`src/rtl/trim_pkg.sv`:
```
package trim_pkg;
  typedef enum logic [1:0] {
    TS_IDLE = 2'd0,
    TS_MUL  = 2'd1,
    TS_DIV  = 2'd2
  } trim_state_t;
endpackage

```
`src/rtl/trim_mul.sv`:
```
module trim_mul #(
  parameter int A_W = 64,
  parameter int B_W = 30,
  localparam int P_W = A_W + B_W
) (
  input  logic           clk,
  input  logic           rst,
  input  logic           start,
  input  logic [A_W-1:0] op_a,
  input  logic [B_W-1:0] op_b,
  output logic           done,
  output logic [P_W-1:0] prod
);
  logic           run_q;
  logic [P_W-1:0] acc_q;
  logic [P_W-1:0] mcand_q;
  logic [B_W-1:0] mplr_q;
  logic           done_q;

  // shift-add: one multiplier bit per cycle, stops once no ones remain
  always_ff @(posedge clk) begin
    if (rst) begin
      run_q   <= 1'b0;
      acc_q   <= '0;
      mcand_q <= '0;
      mplr_q  <= '0;
      done_q  <= 1'b0;
    end else begin
      done_q <= 1'b0;
      if (start && !run_q) begin
        acc_q   <= '0;
        mcand_q <= P_W'(op_a);
        mplr_q  <= op_b;
        run_q   <= 1'b1;
      end else if (run_q) begin
        if (mplr_q == '0) begin
          run_q  <= 1'b0;
          done_q <= 1'b1;
        end else begin
          if (mplr_q[0]) acc_q <= acc_q + mcand_q;
          mcand_q <= mcand_q << 1;
          mplr_q  <= mplr_q >> 1;
        end
      end
    end
  end

  assign done = done_q;
  assign prod = acc_q;

  // completion of the multiplier is a single pulse
  a_r8_mul_done_pulse: assert property (@(posedge clk) disable iff (rst)
    done_q |=> !done_q);
endmodule

```
`src/rtl/trim_div.sv`:
```
module trim_div #(
  parameter int W = 64,
  localparam int CNT_W = $clog2(W + 1)
) (
  input  logic         clk,
  input  logic         rst,
  input  logic         start,
  input  logic [W-1:0] num,
  input  logic [W-1:0] den,
  output logic         done,
  output logic [W-1:0] quo
);
  logic             run_q;
  logic [W:0]       rem_q;
  logic [W-1:0]     quo_q;
  logic [W-1:0]     den_q;
  logic [CNT_W-1:0] cnt_q;
  logic             done_q;
  logic [W:0]       rem_sh;
  logic             fits;

  always_comb begin
    rem_sh = {rem_q[W-1:0], quo_q[W-1]};
    fits   = rem_sh >= {1'b0, den_q};
  end

  // restoring division, one quotient bit per cycle, MSB first
  always_ff @(posedge clk) begin
    if (rst) begin
      run_q  <= 1'b0;
      rem_q  <= '0;
      quo_q  <= '0;
      den_q  <= '0;
      cnt_q  <= '0;
      done_q <= 1'b0;
    end else begin
      done_q <= 1'b0;
      if (start && !run_q) begin
        rem_q <= '0;
        quo_q <= num;
        den_q <= den;
        cnt_q <= CNT_W'(W);
        run_q <= 1'b1;
      end else if (run_q) begin
        if (fits) begin
          rem_q <= rem_sh - {1'b0, den_q};
          quo_q <= {quo_q[W-2:0], 1'b1};
        end else begin
          rem_q <= rem_sh;
          quo_q <= {quo_q[W-2:0], 1'b0};
        end
        cnt_q <= cnt_q - 1'b1;
        if (cnt_q == CNT_W'(1)) begin
          run_q  <= 1'b0;
          done_q <= 1'b1;
        end
      end
    end
  end

  assign done = done_q;
  assign quo  = quo_q;

  // a finished division leaves a remainder below the divisor
  a_r3_div_rem_below_den: assert property (@(posedge clk) disable iff (rst)
    (done_q && den_q != '0) |-> (rem_q < {1'b0, den_q}));
endmodule

```
`src/rtl/freq_trim_calc.sv`:
```
module freq_trim_calc #(
  parameter int              INC_W      = 64,
  parameter int              PPM_W      = 64,
  parameter int              FRAC_W     = 16,
  parameter int              SHIFT_STEP = 2,
  parameter longint unsigned MAX_ADJ    = 64'd999_999_999,
  parameter longint unsigned DIV_BASE   = 64'd1_000_000
) (
  input  logic             clk,
  input  logic             rst,
  input  logic             start,
  input  logic [INC_W-1:0] nominal_inc,
  input  logic [PPM_W-1:0] ppm_offset,
  output logic             busy,
  output logic             done,
  output logic [INC_W-1:0] trimmed_inc
);
  import trim_pkg::*;

  localparam int               MAG_W    = $clog2(MAX_ADJ + 1);
  localparam int               PROD_W   = INC_W + MAG_W;
  localparam logic [PPM_W-1:0] CLAMP_W  = PPM_W'(MAX_ADJ);
  localparam logic [MAG_W-1:0] MAG_MAX  = MAG_W'(MAX_ADJ);
  localparam logic [INC_W-1:0] DVS_INIT = INC_W'(DIV_BASE);

  trim_state_t      state_q;
  logic [INC_W-1:0] nom_q;
  logic [MAG_W-1:0] mag_q;
  logic             neg_q;
  logic [INC_W-1:0] dvs_q;
  logic             mul_go_q;
  logic             div_go_q;
  logic [INC_W-1:0] out_q;
  logic             done_q;

  logic [PPM_W-1:0]  ppm_abs;
  logic [MAG_W-1:0]  mag_in;
  logic              mul_done;
  logic [PROD_W-1:0] mul_prod;
  logic              prod_wide;
  logic [INC_W-1:0]  dividend;
  logic              div_done;
  logic [INC_W-1:0]  div_quo;

  // magnitude of the signed offset, limited to the maximum adjustment
  always_comb begin
    ppm_abs   = ppm_offset[PPM_W-1] ? (~ppm_offset + 1'b1) : ppm_offset;
    mag_in    = (ppm_abs > CLAMP_W) ? MAG_MAX : ppm_abs[MAG_W-1:0];
    prod_wide = |mul_prod[PROD_W-1:INC_W];
    dividend  = mul_prod[INC_W-1:0] >> FRAC_W;
  end

  trim_mul #(.A_W(INC_W), .B_W(MAG_W)) u_mul (
    .clk   (clk),
    .rst   (rst),
    .start (mul_go_q),
    .op_a  (nom_q),
    .op_b  (mag_q),
    .done  (mul_done),
    .prod  (mul_prod)
  );

  trim_div #(.W(INC_W)) u_div (
    .clk   (clk),
    .rst   (rst),
    .start (div_go_q),
    .num   (dividend),
    .den   (dvs_q),
    .done  (div_done),
    .quo   (div_quo)
  );

  always_ff @(posedge clk) begin
    if (rst) begin
      state_q  <= TS_IDLE;
      nom_q    <= '0;
      mag_q    <= '0;
      neg_q    <= 1'b0;
      dvs_q    <= '0;
      mul_go_q <= 1'b0;
      div_go_q <= 1'b0;
      out_q    <= '0;
      done_q   <= 1'b0;
    end else begin
      done_q   <= 1'b0;
      mul_go_q <= 1'b0;
      div_go_q <= 1'b0;
      unique case (state_q)
        TS_IDLE: begin
          if (start) begin
            nom_q    <= nominal_inc;
            mag_q    <= mag_in;
            neg_q    <= ppm_offset[PPM_W-1];
            dvs_q    <= DVS_INIT;
            mul_go_q <= 1'b1;
            state_q  <= TS_MUL;
          end
        end
        TS_MUL: begin
          if (mul_done) begin
            if (prod_wide) begin
              // product too wide: scale magnitude and divisor together
              mag_q    <= mag_q >> SHIFT_STEP;
              dvs_q    <= dvs_q >> SHIFT_STEP;
              mul_go_q <= 1'b1;
            end else begin
              div_go_q <= 1'b1;
              state_q  <= TS_DIV;
            end
          end
        end
        TS_DIV: begin
          if (div_done) begin
            out_q   <= neg_q ? (nom_q - div_quo) : (nom_q + div_quo);
            done_q  <= 1'b1;
            state_q <= TS_IDLE;
          end
        end
        default: state_q <= TS_IDLE;
      endcase
    end
  end

  assign busy        = (state_q != TS_IDLE);
  assign done        = done_q;
  assign trimmed_inc = out_q;

  // an idle start is taken
  a_r2_start_taken: assert property (@(posedge clk) disable iff (rst)
    (start && !busy) |=> busy);
  // completion pulse is one cycle wide
  a_r8_done_single: assert property (@(posedge clk) disable iff (rst)
    done |=> !done);
  // busy is low when done is reported
  a_r8_done_idle: assert property (@(posedge clk) disable iff (rst)
    done |-> !busy);
  // result moves only with done
  a_r8_result_hold: assert property (@(posedge clk) disable iff (rst)
    !done |-> $stable(trimmed_inc));
  // working magnitude never above the clamp
  a_r5_mag_clamped: assert property (@(posedge clk) disable iff (rst)
    busy |-> (mag_q <= MAG_MAX));
endmodule

```
`config.mk`:
```
export PLATFORM = sky130hd
export DESIGN_NAME = freq_trim_calc
export DESIGN_NICKNAME = d
export VERILOG_FILES = /design/src/rtl/trim_pkg.sv /design/src/rtl/trim_mul.sv /design/src/rtl/trim_div.sv /design/src/rtl/freq_trim_calc.sv
export SDC_FILE = /design/constraint.sdc
export NUM_CORES = 2
export LEC_CHECK = 0
export BUFFER_PORTS_ARGS = -buffer_cell sky130_fd_sc_hd__clkbuf_2
export CAP_MARGIN = 20
export CORE_ASPECT_RATIO = 0.9
export CORE_MARGIN = 1
export CORE_UTILIZATION = 45
export DETAILED_ROUTE_END_ITERATION = 12
export GPL_TIMING_DRIVEN = 0
export PLACE_DENSITY_LB_ADDON = 0.15
export SLEW_MARGIN = 5
export SYNTH_ARGS = -nofsm -noshare
export SYNTH_HDL_FRONTEND = slang
export SYNTH_SLANG_ARGS = --single-unit
```
`constraint.sdc`:
```
create_clock -name clk -period 4.9 [get_ports clk]
set_clock_uncertainty 0.05 [all_clocks]
set_input_delay 0.245 -clock clk [delete_from_list [all_inputs] [get_ports clk]]
set_output_delay 0.245 -clock clk [all_outputs]
set_load 0.02 [all_outputs]
```
# Word level (Yosys, flattened, before mapping)
# Cells that the tools add are included.
word_totals:
  register_bits: 649
  elab_cells: 113
classes:
  n_addsub: 6
  magnitude_cmp: 2
  n_eq_ne: 9
  n_mux: 42
  bitwise: 7
  reduce_logical: 24
ops:
  columns: ["cell", "n"]
  rows:
  - ["2-to-1 mux 64 bit", 9]
  - ["2-to-1 mux 30 bit", 7]
  - ["one-hot mux 64 bit (2 select lines)", 1]
  - ["subtractor 64 bit", 2]
  - ["2-to-1 mux 48 bit", 2]
  - ["adder 94 bit", 1]
  - ["greater-or-equal comparator 65 x 64 -> 1 bit", 1]
  - ["adder 64 x 1 -> 64 bit (second input constant)", 1]
  - ["adder 64 bit", 1]
  - ["greater-than comparator 64 x 30 -> 1 bit (second input constant)", 1]
  - ["NOT 64 bit", 1]
  - ["one-hot mux 30 bit (2 select lines)", 1]
  - ["zero test 30 bit", 1]
  - ["OR reduction 30 bit", 1]
  - ["2-to-1 mux 1 bit", 14]
  - ["2-to-1 mux 7 bit", 2]
  - ["OR reduction 3 bit", 3]
  - ["2-to-1 mux 2 bit", 4]
  - ["AND reduction 2 bit", 4]
  - ["AND reduction 4 bit", 2]
  - ["nonzero test 2 bit", 4]
  - ["== test 7 x 1 -> 1 bit (second input constant)", 1]
  - ["subtractor 7 x 1 -> 7 bit (second input constant)", 1]
  - ["inequality test 2 x 1 -> 1 bit (second input constant)", 3]
  - ["other kinds (11)", 22]

# Logic depth before layout (Yosys ltp)
depth:
  depth_word: 7
  ltp_mapped: 24
  depth_no_buf: 24

# Modules after synthesis
# From an unflattened synthesis, not the netlist that was laid out.
unflattened:
  cells_unflattened: 5488
  area_unflattened_um2: 40033.4
by_module_without_submodules:
  columns: ["mod", "n_inst", "cells_per_inst", "area_each_um2", "seq_area_each_um2"]
  rows:
  - ["freq_trim_calc", 1, 1953, 13839.5, 3643.5]
  - ["trim_mul", 1, 1853, 13704.4, 4404.2]
  - ["trim_div", 1, 1682, 12489.5, 4023.9]

# Least setup slack after synthesis
# No wires, ideal clock.
synth_path:
  path_type: "register to register"
  startpoint: "register u_div.quo_q[2], in the netlist u_div.quo[2]"
  endpoint: "register out_q[62], in the netlist trimmed_inc[62]"
  arrival_ps: 4931
  required_ps: 4730
  slack_ps: -201
  path_stages_with_launch: 23
  n_path_buf: 1
  path_cell_list: "dfxtp_1 or4_1 nor4_1 nand3_1 nor2_1 and4b_1 nand2_1 nor2_1 nor2_1 xnor2_1 ha_1 clkbuf_1 nand2_1 o21a_1 o21ai_0 or4b_2 o21ai_0 a211oi_1 o41ai_1 a21oi_1 a21oi_1 nor3_1 a211o_1"
synth_via:
  elab_chain_len: 2
synth_rtl:
  columns: ["element", "line", "source"]
  rows:
  - ["start, declared", "trim_div.sv:15", "logic [W-1:0] quo_q;"]
  - ["start signal, assigned", "trim_div.sv:40", "quo_q <= num;"]
  - ["start signal, assigned", "trim_div.sv:47", "quo_q <= {quo_q[W-2:0], 1'b1};"]
  - ["start signal, assigned", "trim_div.sv:50", "quo_q <= {quo_q[W-2:0], 1'b0};"]
  - ["adder 64 bit or subtractor 64 bit (tied branches)", "freq_trim_calc.sv:114", "out_q <= neg_q ? (nom_q - div_quo) : (nom_q + div_quo);"]
  - ["2-to-1 mux 64 bit *", "freq_trim_calc.sv:114", null]
  - ["end signal, assigned", "freq_trim_calc.sv:114", null]
  - ["end, declared", "freq_trim_calc.sv:33", "logic [INC_W-1:0] out_q;"]
# Mark *: on every way between the ends. The rest lies on a longest branch, timed or not.
# A chain may end at the register's enable or synchronous reset.

# Worst setup path after layout
layout_path:
  startpoint: "register u_div.quo_q[9], in the netlist u_div.quo[9]"
  endpoint: "register out_q[62], in the netlist trimmed_inc[62]"
# Same word-level chain as after synthesis.

==> results_dict.tcl <==
set metrics [dict create \
    n_fill_cell 7585 \
    synth.area.mux_share_pct 1.88 \
    critical_path_class "flop to flop" \
    synthesized_nets 5115 \
    failed_checks "setup timing" \
    worst-endpoint-arrival_ps 5400 \
    cts_tree "yes" \
    numClockSinks 557 \
    irDropWorstVdd_uv 222 \
    max_cap_viol_count 0 \
    sequential_cell_area_um2 11200 \
    synth_xor_xnor_area_share_pct 7.46 \
    setup.worst_path.end_class "flop" \
    drt_pass1_iterations 6 \
    io_pins 197 \
    post_synth_and_or_nand_nor_area_fraction_pct 23.9 \
    critical_path.top_delay_family "compound AO/OA/AOI/OAI gates" \
    tightestPinTransition_ps 1120 \
    report.final.slew_viol_count 0 \
    period_needed_ps 4950 \
    ctsLongestPathBuffers 3 \
    drt_drc_violations_left 0 \
    worstReg2RegStart "u_div.quo[9]" \
    track_usage_pct 29.6 \
    drt_first_iter_violations 3304 \
    max_fclk_mhz 202 \
    port_buffer_count 191 \
    worst_path_most_repeated_cell "buf_4" \
    grt_setup_unrepaired "yes" \
    path_max_fanout 7 \
    asyncSetResetFlopFracSynth_pct 0 \
    post_drt_wl_per_cell_um 19.8 \
    number_of_antenna_violations_at_the_first_check_in_global_routing 2 \
    hold_path.class "primary input to flop" \
    design_power_total_mw 12.2 \
    met2WireLength_um 51600 \
    ys_seq_elements 557 \
    post_synth_fa_ha_maj_area_fraction_pct 6.57 \
    combinational_family_with_the_most_area_after_synthesis "compound AO/OA/AOI/OAI gates" \
    viasPerCell 5.83 \
    rows 96 \
    maximum_number_of_pins_on_one_net_before_global_route_repair 14 \
    hpwl_after_dpl_um 94500 \
    grt_first_pass_wirelength_um 188000 \
    grt_pass1_vias 32800 \
    gpl.final_weighted_congestion 0.981 \
    multiInputGateArea_um2 23200 \
    initial_core_util_pct 45.8 \
    fin_nets 5477 \
    crit_buf_inv 3 \
    critical-path-slowest-cell "or3_1" \
    syn_inst 4801 \
    critical_path.cell_chain "or3_1 > nor4_4 > nand4b_1 > buf_4 > buf_4 > o31ai_1 > xor2_1 > ha_4 > a21o_1 > a221oi_2 > o21ai_1 > o21ai_1 > o21ai_4 > a211oi_4 > o41ai_2 > a21oi_2 > a21oi_2 > buf_4 > a211o_1" \
    routed_wl_um 123000 \
    slowest_delay_ps 520 \
    die_w_um 297 \
    final_min_period_over_clock_period_pct 101 \
    count_of_flip_flops_with_a_built_in_enable_after_synthesis 0 \
    critical_path.startpoint_type "flop" \
    ant_nets 0 \
    final_cells 6242 \
    route.met3.wl_um 9360 \
    maxUsedRoutingLayer "met4" \
    clkSlewWorstSetupHoldPaths_ps 60 \
    die_area_um2 79300 \
    detailroute.via_count 36400 \
    crit_path_start "u_div.quo[9]" \
    cts_root_buf "clkbuf_16" \
    cp_data_required_time_ps 5350 \
    clock_latency_ps 620 \
    sequential_area_share_after_synthesis_pct 31.7 \
    cts_max_level 3 \
    final_hold_viols 0 \
    synth_compound_gate_area_share_pct 24.1 \
    hold_path.startpoint "ppm_offset[5]" \
    worst_slew_margin_rel_pct 25.2 \
    grt.overflow.total 0 \
    core_area_um2 76900 \
    pwr_density_cell_nw_per_um2 294 \
    utilization_pct 53.9 \
    post_syn_area_um2 35200 \
    m1WireLength_um 59300 \
    ratio_of_cells_with_drive_above_1_in_the_final_layout_pct 9.61 \
    die-height_um 267 \
    ys.flop_type "dfxtp_1" \
    syn_avg_cell_area_um2 7.33 \
    yosys_warnings 0 \
    cts_made_buffers 66 \
    leakage_nw 16.1 \
    final_setup_slack_of_the_worst_path_ps -48.4 \
    run_status "finished, violations left" \
    finalSetupViolations 2 \
    antenna_cells 0 \
    placed_cells 6024 \
    synth.lib_cells_used.distinct 81 \
    synthToLayoutAreaGrowth_pct 17.8 \
]
==> power breakdown <==
group          total (mW)  leakage (nW)  switching (mW)  internal, mW
logic                2.08          10.4            1.28         0.797
clock network        5.27          1.14            2.08          3.19
registers            4.83          4.52           0.164          4.66
total                12.2          16.1            3.53          8.65
==> placed cells by master (no fill, tap or decap), types with 17 or more instances in the layout <==
cell type and count:
nor2b_1 37, nor4_1 59, dlygate4sd3_1 67, ha_1 163, inv_1 102, a21o_1 97, a21oi_1 601, buf_1 39
xor2_1 109, or3_1 31, buf_4 48, a311oi_1 102, clkbuf_2 193, nand2b_1 32, nand4_1 69, o31ai_1 19
clkbuf_1 254, a211oi_1 58, dfxtp_1 552, xnor2_1 181, nor3_1 94, a31oi_1 38, o21ai_0 212, o21a_1 29
o211ai_1 18, nor2_1 468, nand2_1 910, o21bai_1 46, a21oi_2 17, nand3_1 71, mux2i_1 66, clkbuf_16 66
==> what timing repair did <==
item                       CTS  global route
buffers inserted            24            24
gates resized for setup     71            84
cloned                       0             0
hold endpoints to repair    67             0
pin swaps                   30            45
setup endpoints to repair   31            69
hold buffers                67             0
==> synthesized netlist by cell type, drive strengths merged, types with 102 or more instances <==
cell type	number	area share (%)
dfxtp	557	32
nand2	915	9.8
nor2	475	5.1
xnor2	191	4.8
xor2	109	2.7
inv	104	1.1
nor3	102	1.5
ha	180	6.4
clkbuf	263	2.8
o21ai	224	3.2
a311oi	102	2.5
a21oi	619	8.8
==> worst paths after layout <==
kind                           to  slack [ps]  depth (start not counted)
setup / recovery  trimmed_inc[62]         -50                         19
hold / removal           mag_q[5]          40                          4
setup reg to reg  trimmed_inc[62]         -50                         19
hold reg to reg   trimmed_inc[46]         400                          2
==> metrics by stage <==
stage | setup WS [ps] | hold WS, ps | setup TNS [ps] | instance area [µm²]
final | -48.4 | 38.5 | -73.1 | 41500
after global routing | -208 | 72.0 | -889 | 41500
after CTS | 1.94 | 20.5 | 0 | 40900
after detailed placement | -984 | 395 | -12820 | 37500
after global placement | -993 | 390 | -12920 | 37500
after floorplan | -90.7 | 331 | -90.7 | 35200
==> layer usage <==
layer | global-route usage (%) | vias to the layer above
li1 | - | 17800
met1 | 44.1 | 17100
met2 | 43.9 | 1326
met3 | 4.30 | 180
met4 | 8.35 | 0
met5 | 0 | -
==> tightest hold or removal path: cells and delay by family <==
| family | cells | cell delay (ps) |
|---|---|---|
| buffers and inverters | 1 | 120 |
| AOI/OAI and AO/OA | 2 | 220 |
| xor gates and xnor gates | 1 | 70 |
==> sequential cells by signal (all words and copies together) (netlist names), 2 cells and up <==
| name | flops |
|---|---|
| u_div.rem_q | 64 |
| u_mul.mcand_q | 94 |
| u_div.den_q | 18 |
| trimmed_inc | 64 |
| state_q | 2 |
| dvs_q | 18 |
| nom_q | 64 |
| u_mul.prod | 94 |
| u_div.cnt_q | 7 |
| mag_q | 30 |
| u_div.quo | 64 |
| u_mul.mplr_q | 30 |
==> cells by family (layout without fill, tap and decap cells) <==
kind of cell    after synthesis  in the layout
compound gates             1375           1375
flops                       557            557
fa+ha+maj                   183            183
buf+inv                     411            823
simple gates               1909           1909
xor+xnor                    300            300
mux                          66             66
==> layout make-up <==
| class | count | share of cell area (%) |
|---|---|---|
| Timing Repair Buffer | 310 | 4.92 |
| Inverter | 104 | 0.942 |
| Multi-Input combinational cell | 3833 | 55.9 |
| Clock buffer | 86 | 4.43 |
| Clock inverter | 32 | 1.11 |
| Tap cell | 1029 | 3.11 |
| Sequential cell | 557 | 26.9 |
| Buffer | 291 | 2.70 |
Note: power is estimated with default switching activity, not from simulation.
